$ cat src/rtl/rcc_pkg.sv
package rcc_pkg;

    typedef enum logic {
        ST_RUN  = 1'b0,
        ST_WALK = 1'b1
    } rcc_state_e;

endpackage

$ cat src/rtl/rcc_insert_pack.sv
module rcc_insert_pack #(
    parameter int REN_W = 2,
    parameter int RC_W  = 2
) (
    input  logic [RC_W-1:0]       ren_cnt_i,
    input  logic [REN_W-1:0]      ren_kill_i,
    input  logic                  en_i,
    output logic [REN_W-1:0]      slot_en_o,
    output logic [REN_W*RC_W-1:0] slot_off_o,
    output logic [RC_W-1:0]       total_o
);

    logic [RC_W-1:0] acc;

    always_comb begin
        acc        = '0;
        slot_en_o  = '0;
        slot_off_o = '0;
        for (int i = 0; i < REN_W; i++) begin
            slot_off_o[i*RC_W +: RC_W] = acc;
            if (en_i && (int'(ren_cnt_i) > i) && !ren_kill_i[i]) begin
                slot_en_o[i] = 1'b1;
                acc          = acc + RC_W'(1);
            end
        end
        total_o = acc;
    end

endmodule

$ cat src/rtl/rcc_mark_decode.sv
module rcc_mark_decode #(
    parameter int DEPTH = 8,
    parameter int CMP_W = 2,
    parameter int IDX_W = 3
) (
    input  logic [CMP_W-1:0]       cmp_vld_i,
    input  logic [CMP_W*IDX_W-1:0] cmp_tag_i,
    input  logic [CMP_W-1:0]       cmp_kill_i,
    output logic [DEPTH-1:0]       mark_o,
    output logic [DEPTH-1:0]       kmark_o
);

    logic [CMP_W-1:0][DEPTH-1:0] lane_hot;

    for (genvar j = 0; j < CMP_W; j++) begin : g_lane
        always_comb begin
            lane_hot[j] = '0;
            if (cmp_vld_i[j]) begin
                lane_hot[j][cmp_tag_i[j*IDX_W +: IDX_W]] = 1'b1;
            end
        end
    end

    always_comb begin
        mark_o  = '0;
        kmark_o = '0;
        for (int j = 0; j < CMP_W; j++) begin
            mark_o = mark_o | lane_hot[j];
            if (cmp_kill_i[j]) begin
                kmark_o = kmark_o | lane_hot[j];
            end
        end
    end

endmodule

$ cat src/rtl/rcc_retire_lanes.sv
module rcc_retire_lanes #(
    parameter int CMT_W = 2,
    parameter int CC_W  = 2,
    parameter int PTR_W = 4
) (
    input  logic             en_i,
    input  logic [PTR_W-1:0] count_i,
    input  logic [CMT_W-1:0] lane_rdy_i,
    input  logic [CMT_W-1:0] lane_exe_i,
    input  logic [CMT_W-1:0] lane_kil_i,
    output logic [CMT_W-1:0] lane_leave_o,
    output logic [CMT_W-1:0] lane_cmt_o,
    output logic [CMT_W-1:0] lane_nreq_o,
    output logic [CC_W-1:0]  leave_cnt_o,
    output logic [CC_W-1:0]  cmt_cnt_o
);

    logic go;
    logic bad;

    always_comb begin
        go           = en_i;
        lane_leave_o = '0;
        lane_cmt_o   = '0;
        lane_nreq_o  = '0;
        leave_cnt_o  = '0;
        cmt_cnt_o    = '0;
        for (int k = 0; k < CMT_W; k++) begin
            if (go && (int'(count_i) > k) && lane_rdy_i[k]) begin
                if (lane_kil_i[k]) begin
                    lane_leave_o[k] = 1'b1;
                    leave_cnt_o     = leave_cnt_o + CC_W'(1);
                end else if (!lane_exe_i[k]) begin
                    lane_nreq_o[k] = 1'b1;
                    go             = 1'b0;
                end else begin
                    lane_leave_o[k] = 1'b1;
                    lane_cmt_o[k]   = 1'b1;
                    leave_cnt_o     = leave_cnt_o + CC_W'(1);
                    cmt_cnt_o       = cmt_cnt_o + CC_W'(1);
                end
            end else begin
                go = 1'b0;
            end
        end
    end

    always_comb begin
        bad = 1'b0;
        for (int k = 0; k < CMT_W; k++) begin
            for (int j = k + 1; j < CMT_W; j++) begin
                if ((lane_nreq_o[k] || !lane_leave_o[k]) && lane_leave_o[j]) begin
                    bad = 1'b1;
                end
            end
        end

        nreq_stop_chk: assert (!bad);
    end

endmodule

$ cat src/rtl/rob_commit_ctrl.sv
module rob_commit_ctrl #(
    parameter int DEPTH = 8,
    parameter int REN_W = 2,
    parameter int CMT_W = 2,
    parameter int CMP_W = 2,
    parameter int SEQ_W = 8,
    parameter int PC_W  = 16,
    localparam int IDX_W = $clog2(DEPTH),
    localparam int PTR_W = IDX_W + 1,
    localparam int RC_W  = $clog2(REN_W + 1),
    localparam int CC_W  = $clog2(CMT_W + 1)
) (
    input  logic                   clk_i,
    input  logic                   rst_ni,
    input  logic [RC_W-1:0]        ren_cnt_i,
    input  logic [REN_W-1:0]       ren_kill_i,
    input  logic [REN_W-1:0]       ren_nspec_i,
    input  logic [REN_W-1:0]       ren_fault_i,
    output logic                   ren_stall_o,
    output logic [IDX_W-1:0]       alloc_tag_o,
    output logic [SEQ_W-1:0]       alloc_seq_o,
    input  logic [CMP_W-1:0]       cmp_vld_i,
    input  logic [CMP_W*IDX_W-1:0] cmp_tag_i,
    input  logic [CMP_W-1:0]       cmp_kill_i,
    input  logic                   sq_req_i,
    input  logic [SEQ_W-1:0]       sq_seq_i,
    input  logic                   sq_mispred_i,
    input  logic                   sq_taken_i,
    input  logic [PC_W-1:0]        sq_npc_i,
    output logic [PTR_W-1:0]       bk_free_o,
    output logic [CC_W-1:0]        bk_retired_o,
    output logic                   bk_seq_vld_o,
    output logic [SEQ_W-1:0]       bk_seq_o,
    output logic                   bk_squash_o,
    output logic                   bk_robsq_o,
    output logic                   bk_mispred_o,
    output logic                   bk_taken_o,
    output logic [PC_W-1:0]        bk_npc_o,
    output logic                   bk_nreq_o,
    output logic [SEQ_W-1:0]       bk_nreq_seq_o,
    output logic                   bk_fault_o
);

    localparam logic [PTR_W-1:0] DEPTH_L = PTR_W'(DEPTH);

    typedef struct packed {
        rcc_pkg::rcc_state_e          st;
        logic [PTR_W-1:0]             head;
        logic [PTR_W-1:0]             tail;
        logic [SEQ_W-1:0]             seq_ctr;
        logic [SEQ_W-1:0]             sq_seq;
        logic [DEPTH-1:0]             rdy;
        logic [DEPTH-1:0]             exe;
        logic [DEPTH-1:0]             kil;
        logic [DEPTH-1:0]             flt;
        logic [DEPTH-1:0][SEQ_W-1:0]  eseq;
        logic [CC_W-1:0]              retired;
        logic                         seq_vld;
        logic [SEQ_W-1:0]             seq_out;
        logic                         squash;
        logic                         robsq;
        logic                         mispred;
        logic                         taken;
        logic [PC_W-1:0]              npc;
        logic                         nreq;
        logic [SEQ_W-1:0]             nreq_seq;
        logic                         fault;
    } state_t;

    state_t st_q, st_d;

    logic [PTR_W-1:0]       count;
    logic [PTR_W-1:0]       free_cnt;
    logic                   do_run;
    logic                   stall;
    logic [IDX_W-1:0]       lidx [CMT_W];
    logic [CMT_W-1:0]       lane_rdy, lane_exe, lane_kil;
    logic [CMT_W-1:0]       lane_leave, lane_cmt, lane_nreq;
    logic [CC_W-1:0]        leave_cnt, cmt_cnt;
    logic [REN_W-1:0]       slot_en;
    logic [REN_W*RC_W-1:0]  slot_off;
    logic [RC_W-1:0]        ins_total;
    logic [DEPTH-1:0]       mark, kmark;
    logic [PTR_W-1:0]       tail_m1;
    logic [SEQ_W-1:0]       age_diff;
    logic [PTR_W-1:0]       lane_ptr [CMT_W];
    logic [PTR_W-1:0]       wptr;

    assign count    = st_q.tail - st_q.head;
    assign free_cnt = DEPTH_L - count;
    assign do_run   = (st_q.st == rcc_pkg::ST_RUN) && !sq_req_i;
    assign stall    = (st_q.st == rcc_pkg::ST_WALK) || (free_cnt < PTR_W'(ren_cnt_i));
    assign tail_m1  = st_q.tail - PTR_W'(1);
    assign age_diff = st_q.eseq[tail_m1[IDX_W-1:0]] - st_q.sq_seq;

    always_comb begin
        for (int k = 0; k < CMT_W; k++) begin
            lane_ptr[k] = st_q.head + PTR_W'(k);
            lidx[k]     = lane_ptr[k][IDX_W-1:0];
            lane_rdy[k] = st_q.rdy[lidx[k]];
            lane_exe[k] = st_q.exe[lidx[k]];
            lane_kil[k] = st_q.kil[lidx[k]];
        end
    end

    rcc_retire_lanes #(.CMT_W(CMT_W), .CC_W(CC_W), .PTR_W(PTR_W)) u_lanes (
        .en_i         (do_run),
        .count_i      (count),
        .lane_rdy_i   (lane_rdy),
        .lane_exe_i   (lane_exe),
        .lane_kil_i   (lane_kil),
        .lane_leave_o (lane_leave),
        .lane_cmt_o   (lane_cmt),
        .lane_nreq_o  (lane_nreq),
        .leave_cnt_o  (leave_cnt),
        .cmt_cnt_o    (cmt_cnt)
    );

    rcc_insert_pack #(.REN_W(REN_W), .RC_W(RC_W)) u_ins (
        .ren_cnt_i  (ren_cnt_i),
        .ren_kill_i (ren_kill_i),
        .en_i       (do_run && !stall),
        .slot_en_o  (slot_en),
        .slot_off_o (slot_off),
        .total_o    (ins_total)
    );

    rcc_mark_decode #(.DEPTH(DEPTH), .CMP_W(CMP_W), .IDX_W(IDX_W)) u_mark (
        .cmp_vld_i  (cmp_vld_i),
        .cmp_tag_i  (cmp_tag_i),
        .cmp_kill_i (cmp_kill_i),
        .mark_o     (mark),
        .kmark_o    (kmark)
    );

    always_comb begin
        st_d         = st_q;
        st_d.retired = '0;
        st_d.seq_vld = 1'b0;
        st_d.squash  = 1'b0;
        st_d.robsq   = 1'b0;
        st_d.nreq    = 1'b0;
        st_d.fault   = 1'b0;
        wptr         = '0;

        if (st_q.st == rcc_pkg::ST_RUN) begin
            if (sq_req_i) begin
                st_d.st      = rcc_pkg::ST_WALK;
                st_d.sq_seq  = sq_seq_i;
                st_d.squash  = 1'b1;
                st_d.robsq   = 1'b1;
                st_d.seq_vld = 1'b1;
                st_d.seq_out = sq_seq_i;
                st_d.mispred = sq_mispred_i;
                st_d.taken   = sq_taken_i;
                st_d.npc     = sq_npc_i;
            end else begin
                for (int k = 0; k < CMT_W; k++) begin
                    if (lane_cmt[k]) begin
                        st_d.seq_vld = 1'b1;
                        st_d.seq_out = st_q.eseq[lidx[k]];
                        if (st_q.flt[lidx[k]]) begin
                            st_d.fault = 1'b1;
                        end
                    end
                    if (lane_nreq[k]) begin
                        st_d.rdy[lidx[k]] = 1'b0;
                        st_d.nreq         = 1'b1;
                        st_d.nreq_seq     = st_q.eseq[lidx[k]];
                    end
                end
                st_d.head    = st_q.head + PTR_W'(leave_cnt);
                st_d.retired = cmt_cnt;
            end
        end else begin
            if ((count != '0) && !age_diff[SEQ_W-1] && (age_diff != '0)) begin
                st_d.tail    = tail_m1;
                st_d.robsq   = 1'b1;
                st_d.seq_vld = 1'b1;
                st_d.seq_out = st_q.eseq[tail_m1[IDX_W-1:0]];
            end else begin
                st_d.st = rcc_pkg::ST_RUN;
            end
        end

        // completion marks land after the retirement decision above
        st_d.rdy = st_d.rdy | mark;
        st_d.exe = st_d.exe | (mark & ~kmark);
        st_d.kil = st_d.kil | kmark;

        // new entries overwrite any stale state in their slots
        for (int i = 0; i < REN_W; i++) begin
            if (slot_en[i]) begin
                wptr = st_q.tail + PTR_W'(slot_off[i*RC_W +: RC_W]);
                st_d.rdy[wptr[IDX_W-1:0]]  = ren_nspec_i[i];
                st_d.exe[wptr[IDX_W-1:0]]  = 1'b0;
                st_d.kil[wptr[IDX_W-1:0]]  = 1'b0;
                st_d.flt[wptr[IDX_W-1:0]]  = ren_fault_i[i];
                st_d.eseq[wptr[IDX_W-1:0]] = st_q.seq_ctr + SEQ_W'(slot_off[i*RC_W +: RC_W]);
            end
        end
        st_d.tail    = st_d.tail + PTR_W'(ins_total);
        st_d.seq_ctr = st_q.seq_ctr + SEQ_W'(ins_total);
    end

    always_ff @(posedge clk_i) begin
        if (!rst_ni) begin
            st_q <= '0;
        end else begin
            st_q <= st_d;
        end
    end

    assign ren_stall_o   = stall;
    assign alloc_tag_o   = st_q.tail[IDX_W-1:0];
    assign alloc_seq_o   = st_q.seq_ctr;
    assign bk_free_o     = free_cnt;
    assign bk_retired_o  = st_q.retired;
    assign bk_seq_vld_o  = st_q.seq_vld;
    assign bk_seq_o      = st_q.seq_out;
    assign bk_squash_o   = st_q.squash;
    assign bk_robsq_o    = st_q.robsq;
    assign bk_mispred_o  = st_q.mispred;
    assign bk_taken_o    = st_q.taken;
    assign bk_npc_o      = st_q.npc;
    assign bk_nreq_o     = st_q.nreq;
    assign bk_nreq_seq_o = st_q.nreq_seq;
    assign bk_fault_o    = st_q.fault;


    no_overflow_chk: assert property (@(posedge clk_i) disable iff (!rst_ni)
        (st_q.tail - st_q.head) <= DEPTH_L);


    commit_width_chk: assert property (@(posedge clk_i) disable iff (!rst_ni)
        int'(bk_retired_o) <= CMT_W);


    squash_pulse_chk: assert property (@(posedge clk_i) disable iff (!rst_ni)
        (st_q.st == rcc_pkg::ST_RUN && sq_req_i) |=>
            (bk_squash_o && bk_robsq_o && bk_seq_o == $past(sq_seq_i)));


    walk_freeze_chk: assert property (@(posedge clk_i) disable iff (!rst_ni)
        (st_q.st == rcc_pkg::ST_WALK) |=>
            (bk_retired_o == '0 && alloc_seq_o == $past(alloc_seq_o)));


    stall_hold_chk: assert property (@(posedge clk_i) disable iff (!rst_ni)
        ren_stall_o |=> (alloc_seq_o == $past(alloc_seq_o)));

endmodule

$ cat config.mk
export PLATFORM = sky130hd
export DESIGN_NAME = rob_commit_ctrl
export DESIGN_NICKNAME = d
export VERILOG_FILES = /design/src/rtl/rcc_pkg.sv /design/src/rtl/rcc_insert_pack.sv /design/src/rtl/rcc_mark_decode.sv /design/src/rtl/rcc_retire_lanes.sv /design/src/rtl/rob_commit_ctrl.sv
export SDC_FILE = /design/constraint.sdc
export NUM_CORES = 1
export LEC_CHECK = 0
export BUFFER_PORTS_ARGS = -buffer_cell sky130_fd_sc_hd__clkbuf_2
export CORE_ASPECT_RATIO = 0.5
export CORE_MARGIN = 2
export CORE_UTILIZATION = 50
export DETAILED_ROUTE_END_ITERATION = 8
export PLACE_DENSITY = 0.72
export RECOVER_POWER = 100
export SLEW_MARGIN = 20
export SYNTH_ARGS = -nofsm -noshare
export SYNTH_HDL_FRONTEND = slang
export SYNTH_SLANG_ARGS = --single-unit
$ cat constraint.sdc
create_clock -name clk_i -period 5.8 [get_ports clk_i]
set_input_delay 0.29 -clock clk_i [delete_from_list [all_inputs] [get_ports clk_i]]
set_output_delay 0.29 -clock clk_i [all_outputs]
set_load 0.05 [all_outputs]
Word level (Yosys, flattened, before mapping)

Index checks and enable logic that the tools add are counted.

$add $sub $neg: 13
Order comparisons: 18
Eq/ne operators: 1
Muxes and demuxes: 104
Bitwise gates (word level): 20
Reduce and logical (&&, ||, !) cells: 34

Operators with widths:

| kind                 | count |
|---|---|
| $mux W96             | 2 |
| $bwmux W64           | 2 |
| $mux W8              | 15 |
| $bmux W8 S3          | 3 |
| $mux W9              | 7 |
| $and A8 B8 Y8        | 7 |
| $demux W8 S3         | 2 |
| $mux W1              | 41 |
| $not A8 Y8           | 5 |
| $or A8 B8 Y8         | 5 |
| $bwmux W8            | 4 |
| $lt A3 B4 Y1 const B | 7 |
| $bmux W1 S3          | 8 |
| $mux W2              | 11 |
| $mux W20             | 1 |
| $demux W1 S3         | 6 |
| $ge A3 B1 Y1 const B | 6 |
| $logic_and A1 B1 Y1  | 18 |
| $add A8 B2 Y8        | 2 |
| $add A4 B2 Y4        | 2 |
| $gt A4 B1 Y1 const B | 2 |
| $mux W4              | 2 |
| $reduce_bool A4 Y1   | 2 |
| $reduce_bool A8 Y1   | 1 |
| 19 further kinds     | 29 |

Flip-flop bits (word level): 162
Input port bits: 47
Output and inout bits: 57
Logic and storage cells: 218

Depth between registers and ports, before layout

Gate-level depths: netlist of the first run.

Depth after elaboration: 18
Mapped depth: 26
Depth with buffers taken out: 22

Hierarchy

Synthesis of the first run repeated with hierarchy kept, for this count alone.

Cells, all modules: 1259
Area, all modules: 10603.9 um2

By module, submodules not included:

| module           | instances | cells an instance | area each (um2) | sequential area each (um2) |
|---|---|---|---|---|
| rob_commit_ctrl  | 1         | 1193              | 10164.7         | 3223.1 |
| rcc_mark_decode  | 1         | 30                | 187.7           | 0.0 |
| rcc_retire_lanes | 1         | 26                | 181.4           | 0.0 |
| rcc_insert_pack  | 1         | 10                | 70.1            | 0.0 |

Worst setup path before layout of the first run

OpenSTA, ideal clock, no wires.

Path type: flip-flop to flip-flop
From: register st_q (netlist bit alloc_tag_o[0])
To: register st_q[156] (netlist name)
Library setup time: 0.072 ns
Arrival: 5.842 ns
Required time: 5.728 ns
Path slack: -0.114 ns
Stages on the path, launching flop included: 25
Buffers on the path: 4
Clock period less this slack: 5.914 ns
Path through: dfxtp_1 buf_1 inv_1 ha_1 buf_1 clkbuf_1 mux4_2 mux2i_1 inv_1 ha_1 nand3b_1 and2_1 mux2_2 a22oi_1 o21ai_0 a211oi_2 clkbuf_1 mux2i_1 ha_1 a21o_1 nand2_1 xor2_1 nor2_1 a32oi_1 mux2i_1

Longest elaborated chain between the ends: 12
Elaborated cells between the ends (all ways): 25
Classes of those cells: add/sub: 6; order compare: 1; mux: 6; reduce/logical: 12

Ends and longest elaborated chain:

| item                              | RTL line               | RTL |
|---|---|---|
| start: declaration                | rob_commit_ctrl.sv:70  | `state_t st_q, st_d;` |
| start signal: assignment          | rob_commit_ctrl.sv:210 | `st_q <= st_d;` |
| $sub A4 B4 Y4                     | rob_commit_ctrl.sv:89  | `assign count = st_q.tail - st_q.head;` |
| $sub A4 B4 Y4                     | rob_commit_ctrl.sv:90  | `assign free_cnt = DEPTH_L - count;` |
| $lt A4 B2 Y1                      | rob_commit_ctrl.sv:92  | `assign stall = (st_q.st == rcc_pkg::ST_WALK) \|\| (free_cnt < PTR_W'(ren_cnt_i));` |
| $logic_or A1 B1 Y1                | rob_commit_ctrl.sv:92  |  |
| $logic_not A1 Y1                  | rob_commit_ctrl.sv:122 | `.en_i (do_run && !stall),` |
| $logic_and A1 B1 Y1               | rob_commit_ctrl.sv:122 |  |
| $logic_and A1 B1 Y1 (2 in series) | rcc_insert_pack.sv:21  | `if (en_i && (int'(ren_cnt_i) > i) && !ren_kill_i[i]) begin` |
| $mux W1                           | rcc_insert_pack.sv:21  |  |
| $add A1 B1 Y2                     | rcc_insert_pack.sv:23  | `acc = acc + RC_W'(1);` |
| $mux W2                           | rcc_insert_pack.sv:21  |  |
| $add A4 B2 Y4 (*)                 | rob_commit_ctrl.sv:202 | `st_d.tail = st_d.tail + PTR_W'(ins_total);` |

Every way passes the cells marked *; elsewhere a longest branch is shown, timed or not. The select of a mux whose other input is x is not followed.
A chain may end at the register's enable or synchronous reset.

Worst setup path in the final report of the first run

From: register st_q (netlist bit alloc_tag_o[0])
To: register st_q[75] (netlist name)

Longest elaborated chain between the ends: 16
Elaborated cells between the ends (all ways): 29
Classes of those cells: add/sub: 4; order compare: 5; mux: 11; reduce/logical: 9

Ends and longest elaborated chain:

| item                                                                      | RTL line               | RTL |
|---|---|---|
| $sub A4 B4 Y4                                                             | rob_commit_ctrl.sv:89  |  |
| $sub A4 B4 Y4                                                             | rob_commit_ctrl.sv:90  |  |
| $lt A4 B2 Y1                                                              | rob_commit_ctrl.sv:92  |  |
| $logic_or A1 B1 Y1                                                        | rob_commit_ctrl.sv:92  |  |
| $logic_not A1 Y1                                                          | rob_commit_ctrl.sv:122 |  |
| $logic_and A1 B1 Y1                                                       | rob_commit_ctrl.sv:122 |  |
| $logic_and A1 B1 Y1 (2 in series)                                         | rcc_insert_pack.sv:21  |  |
| $mux W1                                                                   | rcc_insert_pack.sv:21  |  |
| $add A3 B2 Y3                                                             | rob_commit_ctrl.sv:194 | `wptr = st_q.tail + PTR_W'(slot_off[i*RC_W +: RC_W]);` |
| $lt A3 B4 Y1 (implied by the code) / $ge A3 B1 Y1 (equally long branches) | rob_commit_ctrl.sv:199 | `st_d.eseq[wptr[IDX_W-1:0]] = st_q.seq_ctr + SEQ_W'(slot_off[i*RC_W +: RC_W]);` |
| $logic_and A1 B1 Y1 (implied by the code)                                 | rob_commit_ctrl.sv:199 |  |
| $mux W8 (implied by the code)                                             | rob_commit_ctrl.sv:199 |  |
| $demux W8 S3                                                              | rob_commit_ctrl.sv:199 |  |
| $bwmux W64                                                                | rob_commit_ctrl.sv:199 |  |
| $mux W96 (*)                                                              | rob_commit_ctrl.sv:193 | `if (slot_en[i]) begin` |

Every way passes the cells marked *; elsewhere a longest branch is shown, timed or not.

==> results of run 1 <==
-- cells by family (layout without fill, tap and decap cells) --
family	after synthesis	count (layout)	share of synthesized area (%)
compound gates	282	282	18.14
xor+xnor	29	29	2.394
fa+ha+maj	34	34	4.292
buf+inv	176	191	7.948
flops	161	161	30.38
mux	154	154	19.79
simple gates	391	391	17.06
-- cell type report --
cell class / count / area [um2]
inverters: 33 / 125.1
fillers: 1883 / 9311
flip-flops and latches: 161 / 3223
clock buffers: 17 / 425.4
multi-input cells: 890 / 6541
repair buffers: 126 / 579.3
well taps: 273 / 341.6
clock inverters: 15 / 146.4
-- metal layers --
metal  global-route usage [%]  vias to the layer above  routed length (um)
met5                        0                        -                   0
met4                    10.64                        0                 902
met3                    9.168                       84                3578
met2                    44.85                      516               14080
met1                    41.95                     4689               14990
li1                         -                     4455                   -
-- state kept, by name, indices dropped and copies added, names as in the netlist, 2 cells and up --
register	count
alloc_tag_o	3
bk_npc_o	16
st_q	110
alloc_seq_o	8
bk_seq_o	8
bk_retired_o	2
bk_nreq_seq_o	8
-- Yosys cell counts, types with 9 or more instances --
cell type / instances / area (um2)
inv_1: 30 / 112.6
and2_1: 12 / 75.07
nand3_1: 26 / 130.1
ha_1: 30 / 375.4
o21ai_0: 26 / 130.1
a221oi_1: 12 / 105.1
o22a_1: 10 / 87.58
nand2b_1: 15 / 93.84
a31oi_1: 17 / 106.4
xor2_1: 12 / 105.1
buf_2: 11 / 55.05
buf_4: 45 / 337.8
mux2_2: 16 / 180.2
nor2b_1: 12 / 75.07
mux4_2: 43 / 968.4
a211oi_1: 59 / 442.9
buf_1: 17 / 63.81
clkbuf_1: 70 / 262.8
mux2i_1: 95 / 950.9
nand4_1: 17 / 106.4
o22ai_1: 22 / 137.6
nand2_1: 119 / 446.7
dfxtp_1: 161 / 3223
o221ai_1: 12 / 105.1
nor2_1: 134 / 503.0
nor3_1: 15 / 75.07
xnor2_1: 17 / 148.9
a21oi_1: 76 / 380.4
and3_1: 9 / 56.30
-- worst paths after layout --
path | from | endpoint | slack [ns] | depth (start not counted)
worst max register to register | alloc_tag_o[0]$_SDFF_PN0_ | st_q[75]$_SDFF_PN0_ | 0.38 | 21
worst min-delay path | sq_mispred_i | bk_mispred_o$_SDFFE_PN0P_ | 0.06 | 3
worst min register to register | bk_npc_o[0]$_SDFFE_PN0P_ | bk_npc_o[0]$_SDFFE_PN0P_ | 0.46 | 2
worst max-delay path | alloc_tag_o[0]$_SDFF_PN0_ | st_q[75]$_SDFF_PN0_ | 0.38 | 21
-- per-stage QoR --
step	instance area [um2]	setup WS (ns)	utilization, %	cells	hold slack (ns)
floorplan	10610	0.1784	-	1227	0.4260
global placement	10940	0.7502	52.86	1483	0.4414
detailed placement	10940	0.6240	52.86	1483	0.4479
CTS	11510	0.6094	55.63	1515	0.05360
global route	11380	0.05622	55.00	1515	0.05694
finish	11380	0.3778	55.00	1515	0.06313
-- worst max-delay path, stage by stage, from the launching register on --
cell      delay (ns)
dfxtp_1         0.32
inv_1           0.21
ha_1            0.21
inv_1           0.05
fa_1            0.50
inv_1           0.07
ha_1            0.32
o211ai_1        0.15
o21ai_0         0.12
a21bo_2         0.22
a221o_1         0.14
buf_4           0.23
nand2_1         0.09
nor2_1          0.36
ha_1            0.26
ha_1            0.25
nor3_1          0.28
nand4_1         0.14
clkbuf_1        0.47
and2_0          0.38
a222oi_1        0.39
nor2_1          0.07
-- placed cells by master (no fill, tap or decap), types with 12 or more instances in the layout --
cell         n
mux2_2      16
a221oi_1    12
nand2_1    119
nand4_1     17
clkbuf_1    65
clkbuf_2    49
o22ai_1     22
nor3_1      15
nor2_1     134
inv_1       30
dfxtp_1    161
clkbuf_16   17
mux4_2      43
mux2i_1     95
o21ai_0     26
ha_1        30
o221ai_1    12
nand3_1     26
xor2_1      12
xnor2_1     17
a31oi_1     17
a21oi_1     77
buf_4       12
nand2b_1    15
a211oi_1    59
-- power breakdown --
part | total, W | switching [W] | internal (W)
clock | 0.00112 | 0.000514 | 0.000603
combinational | 0.00137 | 0.000917 | 0.000452
sequential | 0.00126 | 0.0000860 | 0.00118
total | 0.00375 | 0.00152 | 0.00223
==> out/qor.yml, run 1 <==
outcome: "complete, but fails checks"
violations: "capacitance limit, slew limit"
synth_warnings: 0
drive_above_1_share_pct: 13.53
htreeDepth: 4
fin_skew_ns: 0.01244
grt_remaining_overflow: 0
layout-area-overhead-vs-synth_pct: 7.276
cap_violations: 3
synth.avg_cell_area_um2: 8.647
startpoint_type: "register"
ctsResizeCount: 0
initial_core_util_pct: 51.27
grt_max_degree: 74
worstSetupPathType: "reg2reg"
ios: 104
critical_path_peak_fanout: 21
p_total_w: 0.003750
antenna_cells: 0
clockRootBuffer: "clkbuf_16"
grt_pass1_vias: 9064
avgViaCountPerCell: 6.432
fmax_mhz: 184.4
slew_violations: 159
nets: 1310
gp_congestion: 0.9798
die_w_um: 210.0
portBuffers: 103
cp.arrival_ns: 5.70
fp-row-count: 37
syn_nets: 1308
fin_crit_sh_pct: 93.49
vias: 9744
final-hold-violation-count: 0
p_leak_nw: 4.628
drc: 0
relSlewSlack_pct: -22.39
avgRoutedWirePerCell_um: 22.15
synthFlopType: "dfxtp_1"
fin_crit_ns: 5.422
clk_path_buf_depth: 2
ys_ff_latch: 161
worst_pin_slew_ns: 1.826
cts_hold_buf: 0
netlist_instances: 1227
ant_nets: 0
drt_pass1_iterations: 7
setup_viol: 0
grt_usage_pct: 30.32
power_density_mw_per_mm2: 329.5
drt_wl_total_um: 33560
yosysUniqueCellTypes: 72
synth_async_sr_flop_share_pct: 0
tns_ns: 0
tritoncts: "built"
end_kind: "register"
worstHoldPathType: "in2reg"
die-area_mm2: 0.02247
synth_enable_flop_cells: 0
clock_latency_ns: 0.45
rsz0062_at_grt: "no"
seq_area_frac_synth_pct: 30.38
drtIter0Drc: 1217
grt_first_pass_wirelength_um: 52050
dieHeight_um: 107.0
core_mm2: 0.02069
dp_hpwl_um: 24590
antenna_found_initial: 0
cts_setup_buffers: 0
path_clk_slew_ns: 0.08
clock_sink_count: 161
synth_area_mm2: 0.01061
ir_drop_uv: 189.3
cts_buffers: 17
cp.required_ns: 6.08
Power figures use the tool's default switching activity.
==> run 2, diff against run 1 <==
- RECOVER_POWER: 100 -> 50
==> out/qor.yml, run 2 (synthesized netlist as in run 1, its figures left out) <==
outcome: "complete, but fails checks"  # unchanged
violations: "capacitance limit, slew limit"  # unchanged
postLayoutCoreUtil_pct: 55.11  # was 55.00%
antenna_cells: 0  # unchanged
final_cell_area_mm2: 0.01140  # was 0.01138 mm2
worstSetupPathType: "reg2reg"  # unchanged
ctsResizeCount: 0  # unchanged
final-hold-violation-count: 0  # unchanged
avgViaCountPerCell: 6.453  # was 6.432
portBuffers: 103  # unchanged
grt_pass1_vias: 9064  # unchanged
antenna_found_initial: 0  # unchanged
end_kind: "register"  # unchanged
drive_above_1_share_pct: 14.01  # was 13.53%
ios: 104  # unchanged
p_total_w: 0.003751  # was 0.003750 W
critical_path_peak_fanout: 21  # unchanged
hold_ws_ns: 0.06292  # was 0.06313 ns
cap_violations: 3  # unchanged
fmax_mhz: 188.1  # was 184.4 MHz
fp-row-count: 37  # unchanged
initial_core_util_pct: 51.27  # unchanged
slew_violations: 159  # unchanged
gp_congestion: 0.9798  # unchanged
cts_setup_buffers: 0  # unchanged
setup_viol: 0  # unchanged
grt_remaining_overflow: 0  # unchanged
vias: 9776  # was 9,744
ant_nets: 0  # unchanged
worstHoldPathType: "in2reg"  # unchanged
dieHeight_um: 107.0  # unchanged
drc: 0  # unchanged
cts_buffers: 17  # unchanged
clk_path_buf_depth: 2  # unchanged
tns_ns: 0  # unchanged
avgRoutedWirePerCell_um: 22.14  # was 22.15 um
clockRootBuffer: "clkbuf_16"  # unchanged
fin_skew_ns: 0.01349  # was 0.01244 ns
clock_latency_ns: 0.45  # about the same
drt_wl_total_um: 33550  # was 33,560 um
path_clk_slew_ns: 0.08  # about the same
ir_drop_uv: 188.8  # was 189.3 uV
startpoint_type: "register"  # unchanged
multi_input_area_mm2: 0.006541  # unchanged
clock_sink_count: 161  # unchanged
grt_first_pass_wirelength_um: 52050  # unchanged
layout-area-overhead-vs-synth_pct: 7.488  # was 7.276%
grt_max_degree: 74  # unchanged
cp.arrival_ns: 5.58  # was 5.70 ns
drt_pass1_iterations: 6  # was 7
dp_hpwl_um: 24590  # unchanged
die-area_mm2: 0.02247  # unchanged
fin_crit_ns: 5.316  # was 5.422 ns
rsz0062_at_grt: "no"  # unchanged
n_fill_cell: 1872  # was 1,883
p_leak_nw: 4.647  # was 4.628 nW
die_w_um: 210.0  # unchanged
power_density_mw_per_mm2: 328.9  # was 329.5 mW/mm2
relSlewSlack_pct: -24.13  # was -22.39%
regMostFlops: "st_q"  # unchanged
final_common_cell: "dfxtp_1"  # unchanged
cts_hold_buf: 0  # unchanged
grt_usage_pct: 30.32  # unchanged
mostFrequentLayoutCells: "dfxtp_1 (161), nor2_1 (134), nand2_1 (119)"  # unchanged
largest_reg_flops: 110  # unchanged
seqCellArea_mm2: 0.003223  # unchanged
tritoncts: "built"  # unchanged
nets: 1310  # unchanged
place_area_mm2: 0.01094  # unchanged
cp.required_ns: 6.07  # was 6.08 ns
htreeDepth: 4  # unchanged
fin_crit_sh_pct: 91.65  # was 93.49%
drtIter0Drc: 1221  # was 1,217
worst_pin_slew_ns: 1.852  # was 1.826 ns
core_mm2: 0.02069  # unchanged
[run 2: layout make-up]
type	instances	share of cell area, %
inverter	33	1.097
clock inverter	15	1.284
sequential	161	28.26
timing repair buffer	126	5.277
clock buffer	17	3.730
tap	273	2.995
multi-input combinational	890	57.36
[run 2: metal layers]
layer / global-route usage, % / vias up / wire length (um)
li1: - / 4462 / -
met1: 41.95 / 4689 / 15050
met2: 44.85 / 539 / 14070
met3: 9.168 / 86 / 3517
met4: 10.64 / 0 / 909
met5: 0 / - / 0
[run 2: worst paths after layout]
kind                                                start                        end  slack (ns)  cells after the start
worst max-delay path            alloc_tag_o[0]$_SDFF_PN0_       st_q[130]$_SDFF_PN0_        0.48                     21
worst max register to register  alloc_tag_o[0]$_SDFF_PN0_       st_q[130]$_SDFF_PN0_        0.48                     21
worst min-delay path                         sq_mispred_i  bk_mispred_o$_SDFFE_PN0P_        0.06                      3
worst min register to register   bk_npc_o[0]$_SDFFE_PN0P_   bk_npc_o[0]$_SDFFE_PN0P_        0.46                      2
[run 2: through the flow]
stage          instances  worst slack, ns
2_1_floorplan       1227           0.1784
3_3_place_gp        1483           0.7502
3_5_place_dp        1483           0.6240
4_1_cts             1515           0.6094
5_1_grt             1515          0.07848
6_report            1515           0.4842
[run 2: report_power, final]
group          switching [W]  total (W)  leakage [nW]  internal (W)
logic               0.000915    0.00137          3.06      0.000454
registers          0.0000865    0.00127          1.31       0.00118
clock network       0.000514    0.00112         0.275      0.000603
[run 2: worst max-delay path: stages, from the launching register on]
cell	delay, ns
dfxtp_1	0.32
inv_1	0.20
ha_1	0.21
inv_1	0.05
fa_1	0.45
inv_1	0.11
ha_1	0.39
o211ai_1	0.15
o21ai_0	0.11
a21bo_2	0.25
a221o_1	0.30
buf_4	0.21
nand2_1	0.09
nor2_1	0.11
ha_1	0.23
ha_1	0.22
xnor2_1	0.18
nand4_1	0.14
clkbuf_1	0.80
and2_1	0.32
nor3b_1	0.20
nor3_1	0.06
